[config.mk]
export PLATFORM = sky130hd
export DESIGN_NAME = io_space
export DESIGN_NICKNAME = d
export VERILOG_FILES = /design/src/rtl/io_space_pkg.sv /design/src/rtl/io_space_decode.sv /design/src/rtl/io_space_bitop.sv /design/src/rtl/io_space.sv
export SDC_FILE = /design/constraint.sdc
export NUM_CORES = 1
export LEC_CHECK = 0
export BUFFER_PORTS_ARGS = -buffer_cell sky130_fd_sc_hd__buf_2
export CORE_MARGIN = 2
export CORE_UTILIZATION = 50
export DETAILED_ROUTE_END_ITERATION = 16
export PLACE_DENSITY = 0.7
export SYNTH_ARGS = -nofsm -noshare
export SYNTH_HDL_FRONTEND = slang
export SYNTH_SLANG_ARGS = --single-unit
[constraint.sdc]
create_clock -name clk -period 3.8 [get_ports clk]
set_clock_uncertainty 0.1 [all_clocks]
set_input_delay 0.57 -clock clk [delete_from_list [all_inputs] [get_ports clk]]
set_output_delay 0.57 -clock clk [all_outputs]
set_load 0.02 [all_outputs]
[src/rtl/io_space_pkg.sv]
package io_space_pkg;
    localparam int unsigned BYTE_W = 8;
    localparam int unsigned IO_AW  = 6;

    typedef enum logic [1:0] {
        BOP_SET = 2'd0,
        BOP_CLR = 2'd1,
        BOP_TST = 2'd2,
        BOP_NOP = 2'd3
    } bop_e;

    typedef struct packed {
        logic              vld;
        logic              we;
        logic [IO_AW-1:0]  addr;
        logic [BYTE_W-1:0] wdata;
    } acc_t;
endpackage

[src/rtl/io_space_decode.sv]
module io_space_decode
    import io_space_pkg::*;
#(
    parameter int unsigned DS_AW   = 8,
    parameter int unsigned DS_BASE = 32
) (
    input  logic              io_en,
    input  logic              io_we,
    input  logic [IO_AW-1:0]  io_addr,
    input  logic [BYTE_W-1:0] io_wdata,
    input  logic              ds_en,
    input  logic              ds_we,
    input  logic [DS_AW-1:0]  ds_addr,
    input  logic [BYTE_W-1:0] ds_wdata,
    output acc_t              acc,
    output logic              ds_hit
);
    localparam int unsigned SPAN = 1 << IO_AW;
    localparam logic [DS_AW:0] BASE_V = (DS_AW+1)'(DS_BASE);
    localparam logic [DS_AW:0] TOP_V  = (DS_AW+1)'(DS_BASE + SPAN);

    logic [DS_AW:0] ds_ext;
    logic [DS_AW:0] ds_off;

    assign ds_ext = {1'b0, ds_addr};
    assign ds_off = ds_ext - BASE_V;
    assign ds_hit = ds_en && (ds_ext >= BASE_V) && (ds_ext < TOP_V);

    always_comb begin
        acc = '0;
        if (io_en) begin
            acc.vld   = 1'b1;
            acc.we    = io_we;
            acc.addr  = io_addr;
            acc.wdata = io_wdata;
        end else if (ds_hit) begin
            acc.vld   = 1'b1;
            acc.we    = ds_we;
            acc.addr  = ds_off[IO_AW-1:0];
            acc.wdata = ds_wdata;
        end
    end
endmodule

[src/rtl/io_space_bitop.sv]
module io_space_bitop
    import io_space_pkg::*;
#(
    parameter int unsigned BIT_LIMIT = 32
) (
    input  logic              bop_en,
    input  logic [1:0]        bop_op,
    input  logic [IO_AW-1:0]  bop_addr,
    input  logic [2:0]        bop_bit,
    input  logic              busy,
    output bop_e              op,
    output logic              go,
    output logic              illegal,
    output logic [BYTE_W-1:0] mask
);
    localparam logic [IO_AW:0] LIM_V = (IO_AW+1)'(BIT_LIMIT);

    logic in_range;

    assign op       = bop_e'(bop_op);
    assign in_range = {1'b0, bop_addr} < LIM_V;
    assign illegal  = bop_en && !in_range;
    assign go       = bop_en && in_range && !busy && (op != BOP_NOP);

    for (genvar i = 0; i < BYTE_W; i++) begin : g_mask
        assign mask[i] = (bop_bit == 3'(i));
    end
endmodule

[src/rtl/io_space.sv]
module io_space
    import io_space_pkg::*;
#(
    parameter int unsigned      FLAG_W    = 4,
    parameter int unsigned      EEA_W     = 6,
    parameter logic [IO_AW-1:0] CTRL_ADDR = 6'h05,
    parameter logic [IO_AW-1:0] FLAG_ADDR = 6'h0B,
    parameter logic [IO_AW-1:0] EEA_ADDR  = 6'h11,
    parameter logic [IO_AW-1:0] EED_ADDR  = 6'h12,
    parameter logic [IO_AW-1:0] HI_ADDR   = 6'h2A,
    parameter int unsigned      DS_AW     = 8,
    parameter int unsigned      DS_BASE   = 32,
    parameter int unsigned      BIT_LIMIT = 32
) (
    input  logic              clk,
    input  logic              rst_n,
    input  logic              io_en,
    input  logic              io_we,
    input  logic [IO_AW-1:0]  io_addr,
    input  logic [BYTE_W-1:0] io_wdata,
    input  logic              ds_en,
    input  logic              ds_we,
    input  logic [DS_AW-1:0]  ds_addr,
    input  logic [BYTE_W-1:0] ds_wdata,
    input  logic              bop_en,
    input  logic [1:0]        bop_op,
    input  logic [IO_AW-1:0]  bop_addr,
    input  logic [2:0]        bop_bit,
    input  logic              bop_pol,
    input  logic [FLAG_W-1:0] flag_evt,
    output logic [BYTE_W-1:0] rdata,
    output logic              ds_sel,
    output logic              skip,
    output logic              illegal
);
    typedef struct packed {
        logic [BYTE_W-1:0] ctrl;
        logic [FLAG_W-1:0] flags;
        logic [EEA_W-1:0]  ee_addr;
        logic [BYTE_W-1:0] ee_data;
        logic [BYTE_W-1:0] hi;
        logic [BYTE_W-1:0] rdata;
        logic              skip;
        logic              illegal;
        logic              ds_sel;
    } state_t;

    state_t st_d, st_q;

    acc_t              acc;
    logic              ds_hit;
    bop_e              op;
    logic              bop_go;
    logic              bop_bad;
    logic [BYTE_W-1:0] mask;

    io_space_decode #(
        .DS_AW   (DS_AW),
        .DS_BASE (DS_BASE)
    ) decode_i (
        .io_en    (io_en),
        .io_we    (io_we),
        .io_addr  (io_addr),
        .io_wdata (io_wdata),
        .ds_en    (ds_en),
        .ds_we    (ds_we),
        .ds_addr  (ds_addr),
        .ds_wdata (ds_wdata),
        .acc      (acc),
        .ds_hit   (ds_hit)
    );

    io_space_bitop #(
        .BIT_LIMIT (BIT_LIMIT)
    ) bitop_i (
        .bop_en   (bop_en),
        .bop_op   (bop_op),
        .bop_addr (bop_addr),
        .bop_bit  (bop_bit),
        .busy     (acc.vld),
        .op       (op),
        .go       (bop_go),
        .illegal  (bop_bad),
        .mask     (mask)
    );

    function automatic logic [BYTE_W-1:0] rd_byte(state_t s, logic [IO_AW-1:0] a);
        logic [BYTE_W-1:0] v;
        v = '0;
        case (a)
            CTRL_ADDR: v = s.ctrl;
            FLAG_ADDR: v = BYTE_W'(s.flags);
            EEA_ADDR:  v = BYTE_W'(s.ee_addr);
            EED_ADDR:  v = s.ee_data;
            HI_ADDR:   v = s.hi;
            default:   v = '0;
        endcase
        return v;
    endfunction

    logic [BYTE_W-1:0] cur;
    logic              wr_en;
    logic [IO_AW-1:0]  wr_addr;
    logic [BYTE_W-1:0] wr_data;

    always_comb begin
        cur     = rd_byte(st_q, bop_addr);
        wr_en   = 1'b0;
        wr_addr = acc.addr;
        wr_data = acc.wdata;
        if (acc.vld && acc.we) begin
            wr_en = 1'b1;
        end else if (bop_go && (op != BOP_TST)) begin
            wr_en   = 1'b1;
            wr_addr = bop_addr;
            if (bop_addr == FLAG_ADDR) begin
                // Flag byte: a set writes one only to the named bit.
                wr_data = (op == BOP_SET) ? mask : '0;
            end else begin
                wr_data = (op == BOP_SET) ? (cur | mask) : (cur & ~mask);
            end
        end

        st_d         = st_q;
        st_d.rdata   = (acc.vld && !acc.we) ? rd_byte(st_q, acc.addr) : '0;
        st_d.skip    = (bop_go && (op == BOP_TST)) ?
                       (((cur & mask) != '0) == bop_pol) : 1'b0;
        st_d.illegal = bop_bad;
        st_d.ds_sel  = ds_hit;

        if (wr_en) begin
            case (wr_addr)
                CTRL_ADDR: st_d.ctrl    = wr_data;
                FLAG_ADDR: st_d.flags   = st_q.flags & ~wr_data[FLAG_W-1:0];
                EEA_ADDR:  st_d.ee_addr = wr_data[EEA_W-1:0];
                EED_ADDR:  st_d.ee_data = wr_data;
                HI_ADDR:   st_d.hi      = wr_data;
                default:   ;
            endcase
        end
        st_d.flags = st_d.flags | flag_evt;
    end

    always_ff @(posedge clk) begin
        if (!rst_n) begin
            st_q <= '0;
        end else begin
            st_q <= st_d;
        end
    end

    assign rdata   = st_q.rdata;
    assign ds_sel  = st_q.ds_sel;
    assign skip    = st_q.skip;
    assign illegal = st_q.illegal;
endmodule

**Word-level counts from Yosys, hierarchy flattened**

Index checks and enable logic that the tools add are counted.
W data, S select, Z words.

- Register bits: 45
- Input port bits: 53
- Output and inout port bits: 11
- Word-level logic and storage cells: 86

- Reductions and logical operators: 22
- Eq/ne operators: 26
- Mux-type cells: 18
- $lt $le $gt $ge: 3
- Bitwise gates (word level): 7
- Add/subtract/negate cells: 1

Operator list:

| kind | count |
|---|---|
| $pmux W8 S5 | 2 |
| $mux W8 | 7 |
| $eq A6 B5 Y1 const B | 6 |
| $mux W16 | 2 |
| $mux W26 | 1 |
| $eq A6 B3 Y1 const B | 3 |
| $eq A6 B4 Y1 const B | 3 |
| $eq A6 B6 Y1 const B | 3 |
| $mux W6 | 3 |
| $and A8 B8 Y8 | 2 |
| $eq A3 B3 Y1 const B | 4 |
| $reduce_and A2 Y1 | 6 |
| $logic_and A1 B1 Y1 | 10 |
| $ge A8 B6 Y1 const B | 1 |
| $lt A8 B7 Y1 const B | 1 |
| $not A8 Y8 | 1 |
| $or A8 B8 Y8 | 1 |
| $reduce_bool A8 Y1 | 1 |
| $eq A3 B2 Y1 const B | 2 |
| $lt A6 B6 Y1 const B | 1 |
| $sub A6 B6 Y6 const B | 1 |
| $and A4 B4 Y4 | 1 |
| $mux W4 | 1 |
| $ne A2 B2 Y1 const B | 2 |
| other kinds (9) | 12 |

**Longest topological paths before layout**

Gate-level depths: netlist of run 1.

- Depth after elaboration: 16
- Depth in mapped cells: 10

**Modules after synthesis**

From an unflattened synthesis of run 1, not the netlist that was laid out.

- Cell total of the unflattened synthesis: 359
- Area, all modules: 2991.6 µm²

By module, submodules not included:

| module | times used | sequential area each (µm²) | area an instance (µm²) | cells an instance |
|---|---|---|---|---|
| io_space | 1 | 900.9 | 2557.5 | 304 |
| io_space_decode | 1 | 0.0 | 334.1 | 41 |
| io_space_bitop | 1 | 0.0 | 100.1 | 14 |

**Least setup slack after synthesis of run 1**

Ideal clock, no wire load.

- Path kind: in2reg
- From: input port io_en
- To: register st_q[42] in the netlist's numbering
- Arrival time: 2285 ps
- Slack: 1289 ps
- Data required time: 3574 ps
- Stages: 8
- Cells stage by stage: buf_6 or2_4 a211oi_4 a2bb2oi_2 o21ai_1 or4_1 buf_6 mux2i_1

- Longest elaborated chain between the ends: 9

RTL lines:

| what | line | text |
|---|---|---|
| start, declared | io_space.sv:17 | `input logic io_en,` |
| $mux W16 * | io_space_decode.sv:31 | `if (io_en) begin` |
| $logic_not A1 Y1 | io_space_bitop.sv:23 | `assign go = bop_en && in_range && !busy && (op != BOP_NOP);` |
| $logic_and A1 B1 Y1 (2 in series) | io_space_bitop.sv:23 |  |
| $logic_and A1 B1 Y1 | io_space.sv:113 | `end else if (bop_go && (op != BOP_TST)) begin` |
| $mux W6 | io_space.sv:113 |  |
| $mux W6 | io_space.sv:111 | `if (acc.vld && acc.we) begin` |
| $eq A6 B3 Y1 | io_space.sv:132 | `case (wr_addr)` |
| $reduce_and A2 Y1 (no line) | - |  |
| end signal, assigned | io_space.sv:148 | `st_q <= st_d;` |
| end, declared | io_space.sv:48 | `state_t st_d, st_q;` |

Mark *: on every way between the ends. The rest lies on a longest branch, timed or not.
A chain may end at the register's enable or synchronous reset.

**Worst setup path in the final report of run 1**

- From: input port ds_addr[7]
- To: register st_q[32] in the netlist's numbering

- Longest elaborated chain between the ends: 13

RTL lines:

| what | line | text |
|---|---|---|
| start, declared | io_space.sv:23 | `input logic [DS_AW-1:0] ds_addr,` |
| $ge A8 B6 Y1 | io_space_decode.sv:27 | `assign ds_hit = ds_en && (ds_ext >= BASE_V) && (ds_ext < TOP_V);` |
| $logic_and A1 B1 Y1 | io_space_decode.sv:27 |  |
| $logic_and A1 B1 Y1 * | io_space_decode.sv:27 |  |
| $mux W16 * | io_space_decode.sv:36 | `end else if (ds_hit) begin` |
| $mux W16 * | io_space_decode.sv:31 |  |
| $logic_not A1 Y1 | io_space_bitop.sv:23 |  |
| $logic_and A1 B1 Y1 (2 in series) | io_space_bitop.sv:23 |  |
| $logic_and A1 B1 Y1 | io_space.sv:113 |  |
| $mux W6 | io_space.sv:113 |  |
| $mux W6 | io_space.sv:111 |  |
| $eq A6 B5 Y1 | io_space.sv:132 |  |
| $reduce_and A2 Y1 (no line) | - |  |

Marked as above.

==> results of run 1 <==
metrics by stage:
step | setup slack, ps | hold slack (ps) | utilization (%) | instances
after floorplan | 1290 | 344 | - | 402
after global placement | 564 | 361 | 55.6 | 516
after detailed placement | 471 | 372 | 55.6 | 516
after CTS | 795 | 385 | 56.9 | 524
after global routing | 553 | 412 | 56.9 | 524
final | 749 | 388 | 56.9 | 524
critical path: cells and delay by family:
kind / cells / cell delay, ps
simple gates: 3 / 1170
compound gates: 1 / 630
buf+inv: 1 / 100
mux: 2 / 680
power breakdown:
group          leakage [nW]  switching (mW)  internal (mW)
Clock                0.0450           0.165          0.128
Sequential            0.364         0.00539          0.476
Combinational          1.05           0.121         0.0641
cell families after synthesis:
family	synth area share (%)
xor+xnor	0.779
flops	28.0
simple gates	32.5
compound gates	24.6
buf+inv	7.43
mux	6.66
registers in the layout (all words and copies together), names as in the netlist:
register,count
rdata,8
skip,1
ds_sel,1
st_q,34
illegal,1
per-layer routing:
layer,wire [um],GRT usage (%)
met4,257,8.36
met1,4750,42.8
met3,1020,7.28
met5,0,0
met2,4690,45.5
synth_stat cells, types with 4 or more instances:
library cell	n
and3b_1	5
inv_1	12
mux2i_1	18
nand2b_1	6
o21ai_0	15
clkbuf_1	15
buf_2	4
nand3b_1	9
buf_4	8
nand2_1	49
a222oi_1	4
a21oi_1	16
nor2_1	21
a22oi_1	10
o211ai_1	5
and3_1	13
nor4_1	12
nor2b_1	13
nand3_1	17
o31ai_1	7
buf_6	4
nor3_1	10
nand4_1	7
a31oi_1	8
dfxtp_1	45
layout by cell type, fill, tap and decap left out, types with 10 or more instances in the layout:
cell / instances
nand2_1: 49
and3_1: 13
a21oi_1: 16
nor2b_1: 13
nor2_1: 21
mux2i_1: 18
buf_2: 63
dfxtp_1: 45
inv_1: 12
nor3_1: 10
o21ai_0: 15
a22oi_1: 10
nand3_1: 17
nor4_1: 12
area by class of cell:
type,instances,area (sq um)
Fill cell,600,2710
Clock inverter,2,10.0
Timing Repair Buffer,70,368
Sequential cell,45,901
Clock buffer,6,72.6
Tap cell,77,96.3
Inverter,13,48.8
Multi-Input combinational cell,311,2070
how the worst min path moves through the flow:
| stage | startpoint | endpoint | slack, ps | depth (start not counted) |
|---|---|---|---|---|
| 2_1_floorplan | st_q[15]$_SDFFE_PN0P_ | rdata[4]$_SDFF_PN0_ | 340 | 2 |
| 3_3_place_gp | st_q[43]$_SDFFE_PN0P_ | st_q[43]$_SDFFE_PN0P_ | 360 | 2 |
| 3_5_place_dp | st_q[40]$_SDFFE_PN0P_ | st_q[40]$_SDFFE_PN0P_ | 370 | 2 |
| 4_1_cts | st_q[44]$_SDFFE_PN0P_ | st_q[44]$_SDFFE_PN0P_ | 380 | 2 |
| 5_1_grt | st_q[13]$_SDFFE_PN0P_ | st_q[13]$_SDFFE_PN0P_ | 410 | 2 |
| 6_report | st_q[40]$_SDFFE_PN0P_ | st_q[40]$_SDFFE_PN0P_ | 390 | 2 |
==> impl_metrics.yaml, run 1 <==
die:
  rows: 29
  die_w_um: 84.2
  io_pins: 64
  core-area_sq_mm: 0.00628
  die_h_um: 84.2
  initial_core_util_pct: 51.2
  fp.dieArea_sq_mm: 0.00709
setup_path:
  crit_path_end: "st_q[32]$_SDFFE_PN0P_"
  r2r_end: "skip$_SDFF_PN0_"
  worstPathRequired_ps: 3910
  critPathKind: "in -> reg"
  end_kind: "register"
  timing.critical_path.mode_cell: "nand2b_1"
  regToRegSetupSlack_ps: 1530
  start_kind: "primary input"
  ff2ff_path_depth: 6
  startpoint: "ds_addr[7]"
  path_max_fanout: 16
  arrival_ps: 3160
  slowest_delay_ps: 630
  path_cells: "buf_2 > nand2b_1 > o211ai_2 > mux2_2 > and4_1 > nand2b_1 > mux2i_1"
  r2r-start: "st_q[24]$_SDFFE_PN0P_"
  slowest_stage: "o211ai_2"
min_path:
  hp-class: "reg -> reg"
yosys:
  ys_seq_area_share_pct: 28.0
  syn_area_sq_mm: 0.00321
  ys_seq_elements: 45
  synthTopCellsByArea: "dfxtp_1, nand2_1, mux2i_1"
  ys.flop_type: "dfxtp_1"
  syn_inst: 402
  avgSynthCellArea_sq_um: 8.00
  synth_largest_area_cell: "dfxtp_1"
  ys_warn_count: 0
  async_reset_ff_share_pct: 0
  synthDistinctLibCells: 74
  synth_edf_count: 0
  synthDominantCellAreaShare_pct: 28.0
  syn-num-nets: 455
finish:
  antenna_cells: 0
  nets: 499
  drive_gt1_share_pct: 22.4
  areaGrowthSynthToFinish_pct: 11.1
  stdcell_area_sq_mm: 0.00357
timing:
  finalMaxSlewViolations: 0
  setup_tns_ps: 0
  period_minus_slack_ps: 3050
  worst-slew-pin-transition_ps: 894
  grt_setup_unrepaired: "false"
  finalHoldViolations: 0
  min_period_over_period_pct: 80.3
  slew_headroom_pct: 40.0
  max_freq_mhz: 328
  setup_violations: 0
flow_run:
  drv_cap: 0
cts:
  cts-root-buf: "clkbuf_8"
  cts-buffers-inserted: 5
  post_cts_resized: 0
  cts_hold_buf: 0
  cts_setup_buffers: 0
  clock-sinks: 45
  cts_buffer_depth: 2
  clk_latency_ps: 290
  tritoncts: "done"
  cts.clk_slew.worst_paths_ps: 80
  htreeDepth: 2
power:
  power_uw: 960
  powerDensity_mw_per_mm2: 269
  peakVddDrop_mv: 0.262
  leakagePower_nw: 1.46
routing:
  route.detailed.drc: 0
  first_pass_iters: 5
  via_count: 3438
  wl_per_cell_um: 20.5
  drt-initial-drc-count: 323
  drtAntennaViolNets: 0
  vias_per_cell: 6.56
  drt_wl_total_um: 10700
place:
  port_buffers: 63
  hpwl_um: 7930
  placed_area_sq_mm: 0.00349
  place.gp.congestion: 0.990
global_routing:
  grt-ovfl-total: 0
  grt_use_total_pct: 30.0
  antenna_found_initial: 0
  grt_max_degree: 35
  grt_pass1_wl_um: 17000
  first_global_vias: 3213
status:
  status: "completed"
(Power assumes the default switching activity.)
==> run 2: changes to the inputs <==
==> constraint.sdc (replaced) <==
create_clock -name clk -period 3 [get_ports clk]
set_clock_uncertainty 0.1 [all_clocks]
set_input_delay 0.45 -clock clk [delete_from_list [all_inputs] [get_ports clk]]
set_output_delay 0.45 -clock clk [all_outputs]
set_load 0.02 [all_outputs]
==> impl_metrics.yaml, run 2 (synthesis gave the netlist of run 1 again) <==
global_routing:
  grt_max_degree: 29
  first_global_vias: 3199
  grt_pass1_wl_um: 16300
  grt-ovfl-total: 0
  grt_use_total_pct: 28.8
  antenna_found_initial: 0
timing:
  setup_tns_ps: 0
  finalMaxSlewViolations: 0
  worst-slew-pin-transition_ps: 598
  grt_setup_unrepaired: "false"
  slew_headroom_pct: 60.0
  finalHoldViolations: 0
  fin_ws_ps: 400
  setup_violations: 0
  min_period_over_period_pct: 86.7
  hold_ws_ps: 298
  max_freq_mhz: 385
  period_minus_slack_ps: 2600
routing:
  route.detailed.drc: 0
  drt_wl_total_um: 10300
  drt-initial-drc-count: 364
  wl_per_cell_um: 18.7
  via_count: 3460
  first_pass_iters: 7
  drtAntennaViolNets: 0
  vias_per_cell: 6.31
cts:
  cts_hold_buf: 0
  clock-sinks: 45
  tritoncts: "done"
  clk_latency_ps: 300
  htreeDepth: 2
  cts_buffer_depth: 2
  cts-root-buf: "clkbuf_8"
  cts-buffers-inserted: 5
  cts_setup_buffers: 0
  cts.clk_slew.worst_paths_ps: 90
  post_cts_resized: 0
finish:
  final_common_cell: "buf_2"
  fillers: 598
  nets: 523
  area.sequential_sq_um: 901
  antenna_cells: 0
  top_register: "st_q"
  drive_gt1_share_pct: 26.5
  final_cell_mix: "buf_2, nand2_1, dfxtp_1, buf_4, nor2_1"
  largest_register_ffs: 34
  multi_input_area_sq_mm: 0.00207
  areaGrowthSynthToFinish_pct: 17.5
place:
  hpwl_um: 8090
  port_buffers: 63
  pre_cts_slack_ps: 118
  place.gp.congestion: 1.00
flow_run:
  drv_cap: 0
min_path:
  hp-class: "in -> reg"
die:
  core-area_sq_mm: 0.00628
  initial_core_util_pct: 51.2
  die_w_um: 84.2
  io_pins: 64
  rows: 29
  die_h_um: 84.2
  fp.dieArea_sq_mm: 0.00709
status:
  status: "completed"
power:
  powerDensity_mw_per_mm2: 335
  peakVddDrop_mv: 0.275
  leakagePower_nw: 1.59
setup_path:
  end_kind: "register"
  critPathKind: "in -> reg"
  start_kind: "primary input"
  arrival_ps: 2740
  worstPathRequired_ps: 3140
  path_max_fanout: 12
==> run 2: cell count changes in the layout (fill, tap and decap cells not counted) <==
cell and delta:
clkbuf_1 -1, clkinv_4 +1, clkbuf_8 +1, buf_4 +23, clkinv_2 -1, buf_12 +1
==> run 2: final timing paths <==
check | start | to | slack (ps) | cells past startpoint
setup reg to reg | st_q[43]$_SDFFE_PN0P_ | skip$_SDFF_PN0_ | 940 | 6
hold reg to reg | st_q[12]$_SDFFE_PN0P_ | st_q[12]$_SDFFE_PN0P_ | 390 | 2
setup / recovery | ds_addr[6] | st_q[13]$_SDFFE_PN0P_ | 400 | 8
hold / removal | flag_evt[0] | st_q[33]$_SDFF_PN0_ | 300 | 3
==> run 2: layer usage <==
metal / GRT usage [%] / part of all wire, % / vias to the layer above
li1: - / - / 1658
met3: 6.10 / 10 / 33
met2: 43.8 / 44 / 208
met1: 40.5 / 43 / 1561
met4: 10.4 / 2.8 / 0
met5: 0 / 0 / -
==> run 2: layout make-up <==
type,instances,area share [%]
well taps,77,2.55
flip-flops and latches,45,23.8
inverters,13,1.29
repair buffers,94,14.8
multi-input cells,311,54.9
clock buffers,6,2.19
clock inverters,2,0.364
==> run 2: worst max-delay path, stage by stage <==
cell and delay, ps:
buf_2 130, xnor2_2 480, buf_4 240, o31a_1 240
o311ai_0 230, or3_1 610, nand3b_1 240, a21oi_1 130
==> run 2: where the power goes <==
part / switching (mW) / total, mW / internal [mW] / leakage (nW)
logic: 0.153 / 0.250 / 0.0975 / 1.18
clock network: 0.219 / 0.406 / 0.187 / 0.0512
registers: 0.00567 / 0.609 / 0.603 / 0.364
==> run 2: metrics by stage <==
stage	cell area, sq um	util (%)	cells	total power, mW
2_1_floorplan	3210	-	402	0.766
3_3_place_gp	3680	58.6	540	0.865
3_5_place_dp	3680	58.6	540	0.867
4_1_cts	3780	60.2	548	1.26
5_1_grt	3780	60.2	548	1.31
6_report	3780	60.2	548	1.26
